--- src/rtl/itmap_pkg.sv ---
package itmap_pkg;

    localparam int DW_W    = 64;
    localparam int ID_W    = 32;
    localparam int CODE_W  = 3;

    typedef enum logic [2:0] {
        ST_IDLE,
        ST_FETCH1,
        ST_FETCH2,
        ST_FETCH3,
        ST_LOOKUP,
        ST_CHECK,
        ST_DONE
    } map_state_e;

    typedef enum logic [CODE_W-1:0] {
        RSN_NONE      = 3'd0,
        RSN_READ      = 3'd1,
        RSN_LOOKUP    = 3'd2,
        RSN_DTE_INVAL = 3'd3,
        RSN_EVENT     = 3'd4,
        RSN_PINTID    = 3'd5
    } reject_e;

endpackage

--- src/rtl/itmap_field_capture.sv ---
module itmap_field_capture
    import itmap_pkg::*;
#(
    parameter int ICID_W = 16
) (
    input  logic              clk,
    input  logic              rst_n,
    input  logic [2:0]        cap_en,
    input  logic [DW_W-1:0]   dword,
    output logic [ID_W-1:0]   devid,
    output logic [ID_W-1:0]   eventid,
    output logic [ID_W-1:0]   pid_raw,
    output logic [ICID_W-1:0] icid
);

    always_ff @(posedge clk or negedge rst_n) begin
        if (!rst_n) begin
            devid   <= '0;
            eventid <= '0;
            pid_raw <= '0;
            icid    <= '0;
        end else begin
            if (cap_en[0]) devid <= dword[63:32];
            if (cap_en[1]) begin
                eventid <= dword[31:0];
                pid_raw <= dword[63:32];
            end
            if (cap_en[2]) icid <= dword[ICID_W-1:0];
        end
    end

endmodule

--- src/rtl/itmap_limit_check.sv ---
module itmap_limit_check
    import itmap_pkg::*;
#(
    parameter int LPI_BASE   = 8192,
    parameter int SPECIAL_ID = 1023
) (
    input  logic [DW_W-1:0] dte,
    input  logic [ID_W-1:0] eventid,
    input  logic [ID_W-1:0] pintid,
    input  logic [5:0]      id_bits,
    input  logic            skip_pid,
    output reject_e         reason
);

    logic [5:0]    ev_shift;
    logic [ID_W:0] ev_rest;
    logic [ID_W:0] pid_rest;
    logic          ev_ok;
    logic          pid_ok;

    always_comb begin
        ev_shift = {1'b0, dte[5:1]} + 6'd1;
        ev_rest  = {1'b0, eventid} >> ev_shift;
        ev_ok    = (ev_rest == '0);
        pid_rest = {1'b0, pintid} >> id_bits;
        pid_ok   = (pintid == ID_W'(SPECIAL_ID)) ||
                   ((pintid >= ID_W'(LPI_BASE)) && (pid_rest == '0));
        if (!dte[0])                reason = RSN_DTE_INVAL;
        else if (!ev_ok)            reason = RSN_EVENT;
        else if (!skip_pid && !pid_ok) reason = RSN_PINTID;
        else                        reason = RSN_NONE;
    end

endmodule

--- src/rtl/itmap_cmd_proc.sv ---
module itmap_cmd_proc
    import itmap_pkg::*;
#(
    parameter int ADDR_W     = 48,
    parameter int OFF_W      = 20,
    parameter int ICID_W     = 16,
    parameter int LPI_BASE   = 8192,
    parameter int SPECIAL_ID = 1023
) (
    input  logic              clk,
    input  logic              rst_n,
    input  logic              start_valid,
    output logic              start_ready,
    input  logic [ADDR_W-1:0] cmd_base,
    input  logic [OFF_W-1:0]  cmd_offset,
    input  logic              use_event_as_pid,
    input  logic [5:0]        id_bits,
    output logic              rd_req,
    output logic [ADDR_W-1:0] rd_addr,
    input  logic              rd_ack,
    input  logic [63:0]       rd_data,
    input  logic              rd_err,
    output logic              dte_req,
    output logic [31:0]       dte_devid,
    input  logic              dte_ack,
    input  logic [63:0]       dte_data,
    input  logic              dte_err,
    output logic              wr_valid,
    output logic [31:0]       wr_devid,
    output logic [31:0]       wr_eventid,
    output logic [31:0]       wr_pintid,
    output logic [ICID_W-1:0] wr_icid,
    output logic              wr_entry_valid,
    output logic              err_valid,
    output logic [2:0]        err_code
);

    localparam int DW_BYTES = DW_W / 8;

    map_state_e        state_q, state_d;
    logic [ADDR_W-1:0] cmd_addr_q;
    logic              var_q;
    logic [DW_W-1:0]   dte_q;
    reject_e           res_q;
    reject_e           chk_reason;
    logic [2:0]        cap_en;
    logic [1:0]        fetch_idx;
    logic [ID_W-1:0]   f_devid, f_eventid, f_pid_raw;
    logic [ICID_W-1:0] f_icid;
    logic [ID_W-1:0]   eff_pid;
    logic              rd_good;

    assign rd_good = rd_req && rd_ack && !rd_err;
    assign eff_pid = var_q ? f_eventid : f_pid_raw;

    itmap_field_capture #(.ICID_W(ICID_W)) u_capture (
        .clk     (clk),
        .rst_n   (rst_n),
        .cap_en  (cap_en),
        .dword   (rd_data),
        .devid   (f_devid),
        .eventid (f_eventid),
        .pid_raw (f_pid_raw),
        .icid    (f_icid)
    );

    itmap_limit_check #(.LPI_BASE(LPI_BASE), .SPECIAL_ID(SPECIAL_ID)) u_limits (
        .dte      (dte_q),
        .eventid  (f_eventid),
        .pintid   (eff_pid),
        .id_bits  (id_bits),
        .skip_pid (var_q),
        .reason   (chk_reason)
    );

    // Next-state logic
    always_comb begin
        state_d = state_q;
        unique case (state_q)
            ST_IDLE:   if (start_valid)           state_d = ST_FETCH1;
            ST_FETCH1: if (rd_ack) state_d = rd_err ? ST_DONE : ST_FETCH2;
            ST_FETCH2: if (rd_ack) state_d = rd_err ? ST_DONE : ST_FETCH3;
            ST_FETCH3: if (rd_ack) state_d = rd_err ? ST_DONE : ST_LOOKUP;
            ST_LOOKUP: if (dte_ack) state_d = dte_err ? ST_DONE : ST_CHECK;
            ST_CHECK:                             state_d = ST_DONE;
            ST_DONE:                              state_d = ST_IDLE;
            default:                              state_d = ST_IDLE;
        endcase
    end

    // State register
    always_ff @(posedge clk or negedge rst_n) begin
        if (!rst_n) state_q <= ST_IDLE;
        else        state_q <= state_d;
    end

    // Command context and result
    always_ff @(posedge clk or negedge rst_n) begin
        if (!rst_n) begin
            cmd_addr_q <= '0;
            var_q      <= 1'b0;
            dte_q      <= '0;
            res_q      <= RSN_NONE;
        end else begin
            unique case (state_q)
                ST_IDLE: if (start_valid) begin
                    cmd_addr_q <= cmd_base + ADDR_W'(cmd_offset);
                    var_q      <= use_event_as_pid;
                    res_q      <= RSN_NONE;
                end
                ST_FETCH1, ST_FETCH2, ST_FETCH3:
                    if (rd_ack && rd_err) res_q <= RSN_READ;
                ST_LOOKUP: if (dte_ack) begin
                    if (dte_err) res_q <= RSN_LOOKUP;
                    else         dte_q <= dte_data;
                end
                ST_CHECK: res_q <= chk_reason;
                ST_DONE:  ;
                default:  ;
            endcase
        end
    end

    // Outputs
    always_comb begin
        start_ready    = (state_q == ST_IDLE);
        fetch_idx      = 2'd0;
        rd_req         = 1'b0;
        cap_en         = 3'b000;
        dte_req        = 1'b0;
        wr_valid       = 1'b0;
        err_valid      = 1'b0;
        unique case (state_q)
            ST_FETCH1: begin rd_req = 1'b1; fetch_idx = 2'd0; cap_en[0] = rd_good; end
            ST_FETCH2: begin rd_req = 1'b1; fetch_idx = 2'd1; cap_en[1] = rd_good; end
            ST_FETCH3: begin rd_req = 1'b1; fetch_idx = 2'd2; cap_en[2] = rd_good; end
            ST_LOOKUP: dte_req = 1'b1;
            ST_DONE: begin
                wr_valid  = (res_q == RSN_NONE);
                err_valid = (res_q != RSN_NONE);
            end
            default: ;
        endcase
        rd_addr        = cmd_addr_q + ADDR_W'(fetch_idx) * ADDR_W'(DW_BYTES);
        dte_devid      = f_devid;
        wr_devid       = f_devid;
        wr_eventid     = f_eventid;
        wr_pintid      = eff_pid;
        wr_icid        = f_icid;
        wr_entry_valid = wr_valid;
        err_code       = res_q;
    end

    // Assertions
    a_r2_hold_until_ack: assert property (@(posedge clk) disable iff (!rst_n)
        (rd_req && !rd_ack) |=> (rd_req && $stable(rd_addr)));

    a_r2_addr_step: assert property (@(posedge clk) disable iff (!rst_n)
        (rd_good && state_q != ST_FETCH3) |=>
            (rd_req && rd_addr == $past(rd_addr) + ADDR_W'(DW_BYTES)));

    a_r4_read_err_stops: assert property (@(posedge clk) disable iff (!rst_n)
        (rd_req && rd_ack && rd_err) |=>
            (err_valid && err_code == 3'd1 && !wr_valid && !dte_req && !rd_req));

    a_r6_lookup_err: assert property (@(posedge clk) disable iff (!rst_n)
        (dte_req && dte_ack && dte_err) |=> (err_valid && err_code == 3'd2 && !wr_valid));

    a_r11_one_cycle: assert property (@(posedge clk) disable iff (!rst_n)
        (wr_valid || err_valid) |=> !(wr_valid || err_valid));

    a_r11_entry_marked: assert property (@(posedge clk) disable iff (!rst_n)
        wr_valid |-> (wr_entry_valid && !err_valid));

    a_r9_pid_floor: assert property (@(posedge clk) disable iff (!rst_n)
        (wr_valid && !var_q) |->
            (wr_pintid == 32'(SPECIAL_ID) || wr_pintid >= 32'(LPI_BASE)));

    a_r1_busy_not_ready: assert property (@(posedge clk) disable iff (!rst_n)
        (rd_req || dte_req) |-> !start_ready);

endmodule

--- config.mk ---
export PLATFORM = sky130hd
export DESIGN_NAME = itmap_cmd_proc
export DESIGN_NICKNAME = d
export VERILOG_FILES = /design/src/rtl/itmap_pkg.sv /design/src/rtl/itmap_field_capture.sv /design/src/rtl/itmap_limit_check.sv /design/src/rtl/itmap_cmd_proc.sv
export SDC_FILE = /design/constraint.sdc
export NUM_CORES = 1
export LEC_CHECK = 0
export BUFFER_PORTS_ARGS = -buffer_cell sky130_fd_sc_hd__buf_2
export CORE_ASPECT_RATIO = 1.2
export CORE_MARGIN = 5
export CORE_UTILIZATION = 46
export CTS_CLUSTER_DIAMETER = 50
export DETAILED_ROUTE_END_ITERATION = 10
export PLACE_DENSITY = 0.88
export SETUP_SLACK_MARGIN = 0.5
export SLEW_MARGIN = 20
export SYNTH_ARGS = -nofsm -noshare
export SYNTH_HDL_FRONTEND = slang
export SYNTH_SLANG_ARGS = --single-unit
--- constraint.sdc ---
create_clock -name clk -period 3.7 [get_ports clk]
set_input_delay 0.74 -clock clk [delete_from_list [all_inputs] [get_ports clk]]
set_output_delay 0.74 -clock clk [all_outputs]
set_load 0.05 [all_outputs]
# Word-level counts from Yosys, hierarchy flattened
# Index checks and enable logic that the tools add are counted.
# totals
reg_bits	173
input_bits	210
output_inout_bits	201
word_cells	77
# classes
add_sub_neg	3
magnitude_cmp	1
n_eq_ne	14
shift	2
mux	27
n_bitwise	1
reduce_logical	20
# op_table
operator	n
zero test 33 bit	2
right shift 32 x 6 -> 33 bit	2
adder 48 x 20 -> 48 bit	1
adder 48 x 5 -> 48 bit	1
two-way mux 3 bit	14
equality test 32 x 10 -> 1 bit, second input constant	1
greater-or-equal comparator 32 x 14 -> 1 bit, second input constant	1
two-way mux 32 bit	1
case mux 3 bit (6 select lines)	1
!= test 2 bit, second input constant	6
case mux 3 bit (4 select lines)	1
AND reduction 5 bit	2
equality test 3 bit, second input constant	3
two-way mux 1 bit	7
adder 5 x 1 -> 6 bit, second input constant	1
equality test 3 x 2 -> 1 bit, second input constant	2
zero test 3 bit	2
logical AND 1 bit	5
two-way mux 2 bit	2
case mux 2 bit (2 select lines)	1
nonzero test 4 bit	1
equality test 3 x 1 -> 1 bit, second input constant	1
zero test 1 bit	3
AND reduction 3 bit	1
6 further kinds	6

# Depth between registers and ports, before layout
# Gate-level depths: netlist of run 1.
# depth
depth_word	11
depth_mapped	13
ltp_nobuf	11

# By module
# A second synthesis of run 1 with hierarchy kept.
# unflattened
cells_unflattened	1276
hier_area_um2	13914.6
# modules_own_cells
module	n_inst	cells_each	area_per_inst_um2	seq_area_each_um2
itmap_cmd_proc	1	781	7676.1	2977.9
itmap_field_capture	1	237	4525.6	2802.7
itmap_limit_check	1	258	1712.9	0.0

# Least setup slack after synthesis of run 1
# Ideal clock, no wire load.
# synth_path
path_kind	register to output
start	register state_q[0]
end	output port rd_addr[46]
arrival_time_ps	3582
slack_ps	-622
path_stages_with_launch	14
cell_sequence	dfrtp_1 > clkbuf_1 > inv_1 > nor2_1 > and2_1 > ha_1 > a21oi_1 > nor3b_1 > nand4_1 > or3_1 > clkbuf_1 > nor2_1 > nand4_1 > xnor2_1
# synth_via
elab_chain_cells	3
# synth_rtl
element	line	rtl
from (decl)	itmap_cmd_proc.sv:40	map_state_e state_q, state_d;
from (signal assigned)	itmap_cmd_proc.sv:94	else state_q <= state_d;
equality test 3 x 2 -> 1 bit	itmap_cmd_proc.sv:133	unique case (state_q)
case mux 2 bit (2 select lines) *	itmap_cmd_proc.sv:133	
adder 48 x 5 -> 48 bit *	itmap_cmd_proc.sv:144	rd_addr = cmd_addr_q + ADDR_W'(fetch_idx) * ADDR_W'(DW_BYTES);
to (decl)	itmap_cmd_proc.sv:19	output logic [ADDR_W-1:0] rd_addr,
# Mark *: on every way between the ends. The rest lies on a longest branch, timed or not.

# Worst setup path in the final report of run 1
# layout_path
start	register state_q[2]
end	output port rd_addr[41]
# Same word-level chain as after synthesis.

==> results of run 1 <==
metrics by stage:
step | hold slack (ps) | utilization, % | power (mW) | instances
6_report | 332 | 61.5 | 16.3 | 1851
5_1_grt | 380 | 61.4 | 17.1 | 1847
4_1_cts | 356 | 59.9 | 16.1 | 1831
3_5_place_dp | 472 | 55.7 | 13.9 | 1789
3_3_place_gp | 460 | 55.7 | 13.7 | 1789
2_1_floorplan | 444 | - | 11.7 | 1173
per-layer routing:
layer	vias up	GRT usage, %	routed length, um
met5	-	0	111
met4	20	10.4	1320
met3	112	7.31	3160
met2	496	46.3	19900
met1	5305	29.0	14200
li1	4937	-	-
final timing paths:
check                                              to  depth (start not counted)
worst max-delay path                      rd_addr[41]                         11
worst min-delay path               u_capture.devid[7]                          1
worst max register to register            err_code[2]                         10
min in group clk                        cmd_addr_q[1]                          2
max in group asynchronous       u_capture.eventid[18]                          2
worst min register to register          cmd_addr_q[1]                          2
kinds of logic after synthesis:
kind of cell               Yosys count  share of synthesized area, %
AOI/OAI and AO/OA                  200                          11.8
xor gates and xnor gates            72                          5.37
adders and majority gates           24                          2.68
buffers and inverters              133                          5.97
DFF                                173                          36.9
muxes                              215                          21.8
and+or+nand+nor                    356                          15.5
timing repair:
item / in CTS / in global routing
endpoints found under the setup margin: 38 / 60
hold endpoints to repair: 0 / 0
pin swaps: 24 / 21
buffers inserted: 10 / 16
resized for setup: 119 / 58
final cells by class:
class,instances,area [um^2],share of cell area [%]
antenna,4,10.0,0.0644
multi-input combinational,867,7510,48.3
clock inverter,14,133,0.853
tap,330,413,2.65
clock buffer,18,439,2.82
sequential,173,4340,27.9
inverter,34,133,0.853
timing repair buffer,411,2570,16.6
layout by cell type (no fill, tap or decap), types with 32 or more instances in the layout:
master                      n
sky130_fd_sc_hd__inv_1     32
sky130_fd_sc_hd__nand2_1   80
sky130_fd_sc_hd__mux2_2   162
sky130_fd_sc_hd__mux2i_1   34
sky130_fd_sc_hd__buf_6     49
sky130_fd_sc_hd__buf_4     46
sky130_fd_sc_hd__dfrtp_1  166
sky130_fd_sc_hd__buf_2    308
sky130_fd_sc_hd__o21ai_0   57
sky130_fd_sc_hd__nor2_1    50
power groups by stage:
stage	Sequential [mW]	Combinational (mW)	Clock, mW
floorplan	5.25	6.41	0
global placement	4.18	9.50	0
detailed placement	4.25	9.65	0
CTS	4.24	10.0	1.81
global route	4.43	10.7	1.90
finish	4.29	10.2	1.79
flip-flops by register name, indices dropped and copies added, names as in the netlist:
signal / cells
cmd_addr_q: 48
u_capture.devid: 32
u_capture.eventid: 32
u_capture.pid_raw: 32
u_capture.icid: 16
dte_q: 6
err_code: 3
state_q: 3
var_q: 1
==> impl_results.html, run 1 <==
<table>
<tr><th>Metric</th><th>Value</th></tr>
<tr><th colspan="2">Floorplanning</th></tr>
<tr><td>Overall die area</td><td>28800 um^2</td></tr>
<tr><td>Area of the core</td><td>25300 um^2</td></tr>
<tr><td>Die Wd</td><td>156 um</td></tr>
<tr><td>Height of the die</td><td>185 um</td></tr>
<tr><td>Row Count</td><td>64</td></tr>
<tr><td>Initial standard-cell utilization of the core</td><td>46.4%</td></tr>
<tr><td>Number of primary I/O pins</td><td>411</td></tr>
<tr><th colspan="2">STA</th></tr>
<tr><td>Number of pins exceeding their max-slew limit in the final report</td><td>0</td></tr>
<tr><td>Fraction of the cycle the final worst path needs</td><td>105%</td></tr>
<tr><td>Normalized max-slew margin</td><td>39.1%</td></tr>
<tr><td>Actual transition at the worst max-transition pin</td><td>913 ps</td></tr>
<tr><td>Number of setup violations in the final report</td><td>15</td></tr>
<tr><td>Crit path setup slack, layout</td><td>-199 ps</td></tr>
<tr><td>Hold Violations, Final</td><td>0</td></tr>
<tr><td>Minimum clock period</td><td>3900 ps</td></tr>
<tr><td>Aggregate negative setup slack</td><td>-1840 ps</td></tr>
<tr><td>Max Clock Skew</td><td>15.1 ps</td></tr>
<tr><td>RSZ-0062 raised after global routing</td><td>true</td></tr>
<tr><td>Peak Freq</td><td>257 MHz</td></tr>
<tr><th colspan="2">Setup path</th></tr>
<tr><td>Path type of the worst setup path</td><td>reg -&gt; out</td></tr>
<tr><td>Critical path peak fanout</td><td>5</td></tr>
<tr><td>Source of the critical timing path</td><td>state_q[2]</td></tr>
<tr><td>Total buffers and inverters traversed by the critical path</td><td>1</td></tr>
<tr><td>Largest delay share family, worst path</td><td>simple AND/OR/NAND/NOR gates</td></tr>
<tr><td>Series of cell instances along the critical path</td><td>nor3b_2 &gt; ha_2 &gt; fa_2 &gt; nand2_2 &gt; nor2_4 &gt; nand4_1 &gt; or3_4 &gt; or2_4 &gt; nor2_4 &gt; xor2_4 &gt; buf_6</td></tr>
<tr><td>Data arrival, critical path</td><td>3160 ps</td></tr>
<tr><td>Critical Path End Type</td><td>output port</td></tr>
<tr><td>Setup slack of the worst register-to-register path</td><td>630 ps</td></tr>
<tr><td>Critical Path Start Type</td><td>flop</td></tr>
<tr><td>Highest-delay cell along the critical path</td><td>sky130_fd_sc_hd__dfrtp_2</td></tr>
<tr><td>RR Startpoint</td><td>var_q</td></tr>
<tr><td>Largest incremental delay on the critical path</td><td>450 ps</td></tr>
<tr><td>Most common cell type on the critical path</td><td>sky130_fd_sc_hd__nor2_4</td></tr>
<tr><td>CP Data Required Time</td><td>2960 ps</td></tr>
<tr><th colspan="2">Logic synthesis</th></tr>
<tr><td>Count of flip-flops with a built-in enable after synthesis</td><td>0</td></tr>
<tr><td>Leading area contributor after synthesis</td><td>sky130_fd_sc_hd__dfrtp_1</td></tr>
<tr><td>Net count of the mapped netlist</td><td>1407</td></tr>
<tr><td>Average size of a mapped cell</td><td>10.0 um^2</td></tr>
<tr><td>Sequential element share of the synthesized area</td><td>36.9%</td></tr>
<tr><td>Top cell types by occurrence after synthesis</td><td>sky130_fd_sc_hd__dfrtp_1, sky130_fd_sc_hd__mux2_2, sky130_fd_sc_hd__nand2_1</td></tr>
<tr><td>Share of Yosys cell area claimed by the top area cell type</td><td>36.9%</td></tr>
<tr><td>Share of synthesized registers carrying an async set or reset</td><td>100%</td></tr>
<tr><td>Number of unique standard cell types used by synthesis</td><td>74</td></tr>
<tr><td>Warnings from Yosys</td><td>0</td></tr>
<tr><td>Most numerous cell in the Yosys netlist</td><td>sky130_fd_sc_hd__dfrtp_1</td></tr>
<tr><td>#FFs+latches synth</td><td>173</td></tr>
<tr><td>Synthesized area</td><td>11700 um^2</td></tr>
<tr><td>Biggest area contributors in the synthesized netlist</td><td>sky130_fd_sc_hd__dfrtp_1, sky130_fd_sc_hd__mux2_2, sky130_fd_sc_hd__xnor2_1</td></tr>
<tr><td>Number of standard cells after synthesis</td><td>1173</td></tr>
<tr><td>Dominant synthesized flop cell</td><td>sky130_fd_sc_hd__dfrtp_1</td></tr>
<tr><th colspan="2">Pwr</th></tr>
<tr><td>Switching share of power</td><td>55.6%</td></tr>
<tr><td>Total net switching power</td><td>9.07 mW</td></tr>
<tr><td>Fraction of power consumed by sequential logic</td><td>26.3%</td></tr>
<tr><td>Static Leakage</td><td>7.10 nW</td></tr>
<tr><td>Areal power density over the cells</td><td>1050 nW/um^2</td></tr>
<tr><td>Share of power burned in combinational logic</td><td>62.8%</td></tr>
<tr><td>Cell Int Power</td><td>7.23 mW</td></tr>
<tr><td>Clock power frac</td><td>11.0%</td></tr>
<tr><td>Worst IR Drop VDD</td><td>0.487 mV</td></tr>
<tr><th colspan="2">CTS</th></tr>
<tr><td>CTS tree</td><td>done</td></tr>
<tr><td>Clock slew seen by the registers of the worst setup and hold paths</td><td>80 ps</td></tr>
<tr><td># hold bufs at CTS</td><td>0</td></tr>
<tr><td>H-tree level count</td><td>4</td></tr>
<tr><td>CTS Buffer Depth</td><td>2</td></tr>
<tr><td>Clock net sink count</td><td>173</td></tr>
<tr><td>Number of buffers created by CTS</td><td>17</td></tr>
<tr><td>Clk root buf</td><td>sky130_fd_sc_hd__clkbuf_16</td></tr>
<tr><td>Later-pin clock latency in the skew report</td><td>430 ps</td></tr>
<tr><th colspan="2">Detailed routing</th></tr>
<tr><td>Via-per-instance ratio</td><td>5.87</td></tr>
<tr><td>Count of TritonRoute iterations in the first routing pass</td><td>5</td></tr>
<tr><td>First DRT Iteration DRCs</td><td>617</td></tr>
<tr><td>Antenna Nets Post-Route</td><td>0</td></tr>
<tr><td>Residual DRC count</td><td>0</td></tr>
<tr><td>Final Routed Wirelength</td><td>38600 um</td></tr>
<tr><td>Routed wire per std cell</td><td>20.9 um</td></tr>
<tr><td>Vias after detailed routing</td><td>10900</td></tr>
<tr><th colspan="2">Global route</th></tr>
<tr><td>Global route total overflow</td><td>0</td></tr>
<tr><td>Vias in the first global route</td><td>11200</td></tr>
<tr><td>Initial antenna violation count</td><td>11</td></tr>
<tr><td>Largest net degree at the start of global routing</td><td>79</td></tr>
<tr><td>GR Util All Layers</td><td>25.9%</td></tr>
<tr><td>Global-route wire length before repair</td><td>59500 um</td></tr>
<tr><th colspan="2">Cells and area</th></tr>
<tr><td>Number of filler instances in the final layout</td><td>2060</td></tr>
<tr><td>Area of all placed cells without fillers</td><td>15600 um^2</td></tr>
<tr><td>Post-synthesis to final-layout area growth</td><td>32.4%</td></tr>
<tr><td>Number of nets in the layout</td><td>1738</td></tr>
<tr><td>Share of layout cells above drive strength 1</td><td>48.1%</td></tr>
<tr><th colspan="2">Outcome</th></tr>
<tr><td>Result of the run</td><td>finished, violations left</td></tr>
<tr><td>Failing checks</td><td>setup timing</td></tr>
<tr><th colspan="2">Placement</th></tr>
<tr><td>Cell area after placement</td><td>14100 um^2</td></tr>
<tr><td>Pre-CTS setup slack</td><td>21.2 ps</td></tr>
<tr><td>HPWL after detailed placement</td><td>28600 um</td></tr>
<tr><td>Placer congestion estimate</td><td>0.940</td></tr>
<tr><td>I/O Buffers</td><td>352</td></tr>
<tr><th colspan="2">Min path</th></tr>
<tr><td>HP Class</td><td>in -&gt; async</td></tr>
<tr><th colspan="2">Job</th></tr>
<tr><td>Count of max-cap constraint violations</td><td>0</td></tr>
</table>
Note: power is estimated with default switching activity, not from simulation.
==> inputs of run 2 (changes only) <==
Settings changed: CORE_UTILIZATION 46 to 48, CTS_CLUSTER_SIZE from default to 16, PLACE_DENSITY 0.88 to 0.89, SYNTH_HIERARCHICAL from default to 1.
==> run 2 against run 1 <==
  * Largest cell class unchanged
  * Sequential cell count did not move
  * Largest power group unchanged
  * Synthesized cell count fell by 1.4%
  * First-iteration DRC count rose by 19%
  * Hold slack got worse by 14 ps
  * The flow now finishes without violations
  * Critical endpoint is now rd_addr[43]
  * Combinational power rose by 4%
  * Routed wire length fell by 0.12%
  * Die area fell by 3.5%
  * Critical path depth fell by 1
  * Clock skew fell by 2.5 ps
==> impl_results.html, run 2 <==
<table>
<tr><th>Metric</th><th>Value</th></tr>
<tr><th colspan="2">Job</th></tr>
<tr><td>Count of max-cap constraint violations</td><td>0 (unchanged)</td></tr>
<tr><th colspan="2">STA</th></tr>
<tr><td>Normalized max-slew margin</td><td>38.8% (was 39.1%)</td></tr>
<tr><td>Hold Violations, Final</td><td>0 (unchanged)</td></tr>
<tr><td>Number of setup violations in the final report</td><td>0 (was 15)</td></tr>
<tr><td>Crit path setup slack, layout</td><td>214 ps (was -199 ps)</td></tr>
<tr><td>Fraction of the cycle the final worst path needs</td><td>94.2% (was 105%)</td></tr>
<tr><td>RSZ-0062 raised after global routing</td><td>true (unchanged)</td></tr>
<tr><td>Minimum clock period</td><td>3490 ps (was 3900 ps)</td></tr>
<tr><td>Max Clock Skew</td><td>12.5 ps (was 15.1 ps)</td></tr>
<tr><td>Peak Freq</td><td>287 MHz (was 257 MHz)</td></tr>
<tr><td>Actual transition at the worst max-transition pin</td><td>918 ps (was 913 ps)</td></tr>
<tr><td>Number of pins exceeding their max-slew limit in the final report</td><td>0 (unchanged)</td></tr>
<tr><th colspan="2">Min path</th></tr>
<tr><td>HP Class</td><td>in -&gt; async (unchanged)</td></tr>
<tr><th colspan="2">Setup path</th></tr>
<tr><td>Cells on worst reg2reg path</td><td>12 (was 10)</td></tr>
<tr><td>Endpoint of the most critical register-to-register path</td><td>err_code[2] (unchanged)</td></tr>
<tr><td>Data arrival, critical path</td><td>2750 ps (was 3160 ps)</td></tr>
<tr><td>Critical path peak fanout</td><td>4 (was 5)</td></tr>
<tr><td>Path type of the worst setup path</td><td>reg -&gt; out (unchanged)</td></tr>
<tr><td>Critical Path End Type</td><td>output port (unchanged)</td></tr>
<tr><td>Largest incremental delay on the critical path</td><td>410 ps (was 450 ps)</td></tr>
<tr><td>Highest-delay cell along the critical path</td><td>sky130_fd_sc_hd__dfrtp_1 (was sky130_fd_sc_hd__dfrtp_2)</td></tr>
<tr><td>Source of the critical timing path</td><td>state_q[0] (was state_q[2])</td></tr>
<tr><td>Series of cell instances along the critical path</td><td>nor3b_2 &gt; ha_2 &gt; fa_2 &gt; nand2_4 &gt; nor2_4 &gt; and2_4 &gt; and4_4 &gt; nand3_4 &gt; xnor2_4 &gt; buf_8 (was nor3b_2 &gt; ha_2 &gt; fa_2 &gt; nand2_2 &gt; nor2_4 &gt; nand4_1 &gt; or3_4 &gt; or2_4 &gt; nor2_4 &gt; xor2_4 &gt; buf_6)</td></tr>
<tr><td>RR Startpoint</td><td>var_q (unchanged)</td></tr>
<tr><td>CP Data Required Time</td><td>2960 ps (about the same)</td></tr>
<tr><td>Critical Path Start Type</td><td>flop (unchanged)</td></tr>
<tr><td>Setup slack of the worst register-to-register path</td><td>350 ps (was 630 ps)</td></tr>
<tr><th colspan="2">Detailed routing</th></tr>
<tr><td>Count of TritonRoute iterations in the first routing pass</td><td>5 (unchanged)</td></tr>
<tr><td>Via-per-instance ratio</td><td>5.80 (was 5.87)</td></tr>
<tr><td>Antenna Nets Post-Route</td><td>0 (unchanged)</td></tr>
<tr><td>Routed wire per std cell</td><td>21.4 um (was 20.9 um)</td></tr>
<tr><td>Final Routed Wirelength</td><td>38600 um (about the same)</td></tr>
<tr><td>Vias after detailed routing</td><td>10500 (was 10900)</td></tr>
<tr><td>Residual DRC count</td><td>0 (unchanged)</td></tr>
<tr><td>First DRT Iteration DRCs</td><td>735 (was 617)</td></tr>
<tr><th colspan="2">CTS</th></tr>
<tr><td>Clk root buf</td><td>sky130_fd_sc_hd__clkbuf_16 (unchanged)</td></tr>
<tr><td>Clock slew seen by the registers of the worst setup and hold paths</td><td>70 ps (was 80 ps)</td></tr>
<tr><td>CTS tree</td><td>done (unchanged)</td></tr>
<tr><td>Later-pin clock latency in the skew report</td><td>440 ps (was 430 ps)</td></tr>
<tr><td>Number of buffers created by CTS</td><td>17 (unchanged)</td></tr>
<tr><td># hold bufs at CTS</td><td>0 (unchanged)</td></tr>
<tr><td>Clock net sink count</td><td>173 (unchanged)</td></tr>
<tr><td>H-tree level count</td><td>4 (unchanged)</td></tr>
<tr><td>CTS Buffer Depth</td><td>2 (unchanged)</td></tr>
<tr><th colspan="2">Pwr</th></tr>
<tr><td>Worst IR Drop VDD</td><td>0.514 mV (was 0.487 mV)</td></tr>
<tr><td>Areal power density over the cells</td><td>1080 nW/um^2 (was 1050 nW/um^2)</td></tr>
<tr><td>Overall power after layout</td><td>16.4 mW (was 16.3 mW)</td></tr>
<tr><td>Static Leakage</td><td>7.16 nW (was 7.10 nW)</td></tr>
<tr><th colspan="2">Cells and area</th></tr>
<tr><td>Non-filler instance count after layout</td><td>1808 (was 1851)</td></tr>
<tr><td>Number of filler instances in the final layout</td><td>1926 (was 2060)</td></tr>
<tr><td>Antenna fix cells</td><td>0 (was 4)</td></tr>
<tr><td>Commonest cells after routing, fill and taps aside</td><td>sky130_fd_sc_hd__buf_2, sky130_fd_sc_hd__dfrtp_1, sky130_fd_sc_hd__nand2_1 (was sky130_fd_sc_hd__buf_2, sky130_fd_sc_hd__dfrtp_1, sky130_fd_sc_hd__mux2_2)</td></tr>
<tr><td>Post-synthesis to final-layout area growth</td><td>28.5% (was 32.4%)</td></tr>
<tr><td>Share of layout cells above drive strength 1</td><td>47.2% (was 48.1%)</td></tr>
<tr><td>Biggest register</td><td>cmd_addr_q (unchanged)</td></tr>
<tr><td>Most common cell after layout, fill and taps aside</td><td>sky130_fd_sc_hd__buf_2 (unchanged)</td></tr>
<tr><td>Max reg flops</td><td>48 (unchanged)</td></tr>
<tr><td>Number of nets in the layout</td><td>1709 (was 1738)</td></tr>
<tr><th colspan="2">Placement</th></tr>
<tr><td>I/O Buffers</td><td>352 (unchanged)</td></tr>
<tr><td>Pre-CTS setup slack</td><td>-2.16 ps (was 21.2 ps)</td></tr>
<tr><td>Number of placed cells counting well taps</td><td>1751 (was 1789)</td></tr>
<tr><td>HPWL after detailed placement</td><td>29500 um (was 28600 um)</td></tr>
<tr><td>Placer congestion estimate</td><td>0.988 (was 0.940)</td></tr>
<tr><th colspan="2">Floorplanning</th></tr>
<tr><td>Overall die area</td><td>27800 um^2 (was 28800 um^2)</td></tr>
<tr><td>Initial standard-cell utilization of the core</td><td>49.0% (was 46.4%)</td></tr>
<tr><td>Height of the die</td><td>182 um (was 185 um)</td></tr>
<tr><td>Die Wd</td><td>153 um (was 156 um)</td></tr>
<tr><td>Row Count</td><td>62 (was 64)</td></tr>
<tr><td>Number of primary I/O pins</td><td>411 (unchanged)</td></tr>
<tr><td>Area of the core</td><td>24000 um^2 (was 25300 um^2)</td></tr>
<tr><th colspan="2">Global route</th></tr>
<tr><td>Global-route wire length before repair</td><td>60400 um (was 59500 um)</td></tr>
<tr><td>Initial antenna violation count</td><td>1 (was 11)</td></tr>
<tr><td>GR Util All Layers</td><td>27.1% (was 25.9%)</td></tr>
<tr><td>Largest net degree at the start of global routing</td><td>85 (was 79)</td></tr>
<tr><td>Global route total overflow</td><td>0 (unchanged)</td></tr>
<tr><td>Vias in the first global route</td><td>10800 (was 11200)</td></tr>
<tr><th colspan="2">Logic synthesis</th></tr>
<tr><td>Warnings from Yosys</td><td>6 (was 0)</td></tr>
<tr><td>Net count of the mapped netlist</td><td>1390 (was 1407)</td></tr>
<tr><td>Average size of a mapped cell</td><td>10.2 um^2 (was 10.0 um^2)</td></tr>
<tr><td>Synthesized area</td><td>11800 um^2 (was 11700 um^2)</td></tr>
<tr><td>Number of standard cells after synthesis</td><td>1156 (was 1173)</td></tr>
<tr><th colspan="2">Outcome</th></tr>
<tr><td>Result of the run</td><td>complete, no violations (was finished, violations left)</td></tr>
</table>
-- run 2: per-layer routing --
metal | vias up | global-route usage, % | share of wire, %
met5 | - | 0 | 0.034
met4 | 2 | 10.7 | 3.7
met3 | 84 | 6.38 | 7.3
met2 | 499 | 48.2 | 51
met1 | 5090 | 31.5 | 38
li1 | 4807 | - | -
-- run 2: cell type report --
cell class                      count  area [um^2]  area share [%]
Tap cell                          320          400            2.64
Clock buffer                       19          453            2.99
Clock inverter                     13          154            1.02
Multi-Input combinational cell    856         7240            47.7
Inverter                           22         82.6           0.545
Timing Repair Buffer              405         2490            16.4
Sequential cell                   173         4340            28.6
-- run 2: repair_timing --
item | CTS | global route
setup buffers | 16 | 9
gates resized for setup | 90 | 33
setup endpoints to repair | 35 | 39
pin swaps | 19 | 18
-- run 2: through the flow --
stage | hold WS [ps] | utilization (%) | TNS [ps] | instance area [um^2]
floorplan | 444 | - | 0 | 12200
global placement | 460 | 57.9 | 0 | 13900
detailed placement | 484 | 57.9 | -2.16 | 13900
CTS | 365 | 62.3 | 0 | 15000
global route | 363 | 63.0 | 0 | 15200
finish | 318 | 63.0 | 0 | 15200
-- run 2: where the power goes --
group / switching, mW / internal (mW) / leakage, nW / total [mW]
clock: 0.830 / 1.05 / 0.302 / 1.88
sequential: 1.15 / 2.81 / 2.13 / 3.96
combinational: 7.02 / 3.56 / 4.74 / 10.6
-- run 2: worst max-delay path: cells and delay by family (launching register included) --
family	cells	cell delay [ps]
xor gates and xnor gates	1	190
buffers and inverters	1	170
adders and majority gates	2	490
and+or+nand+nor	6	1030
DFF	1	410
-- run 2: worst max-delay path by stage --
stage	endpoint	slack [ps]	cells after the start
final	rd_addr[43]	210	10
after global placement	err_code[2]	40	12
after floorplan	rd_addr[43]	400	11
after detailed placement	err_code[2]	-2	12
after CTS	rd_addr[44]	190	10
after global routing	rd_addr[43]	110	10
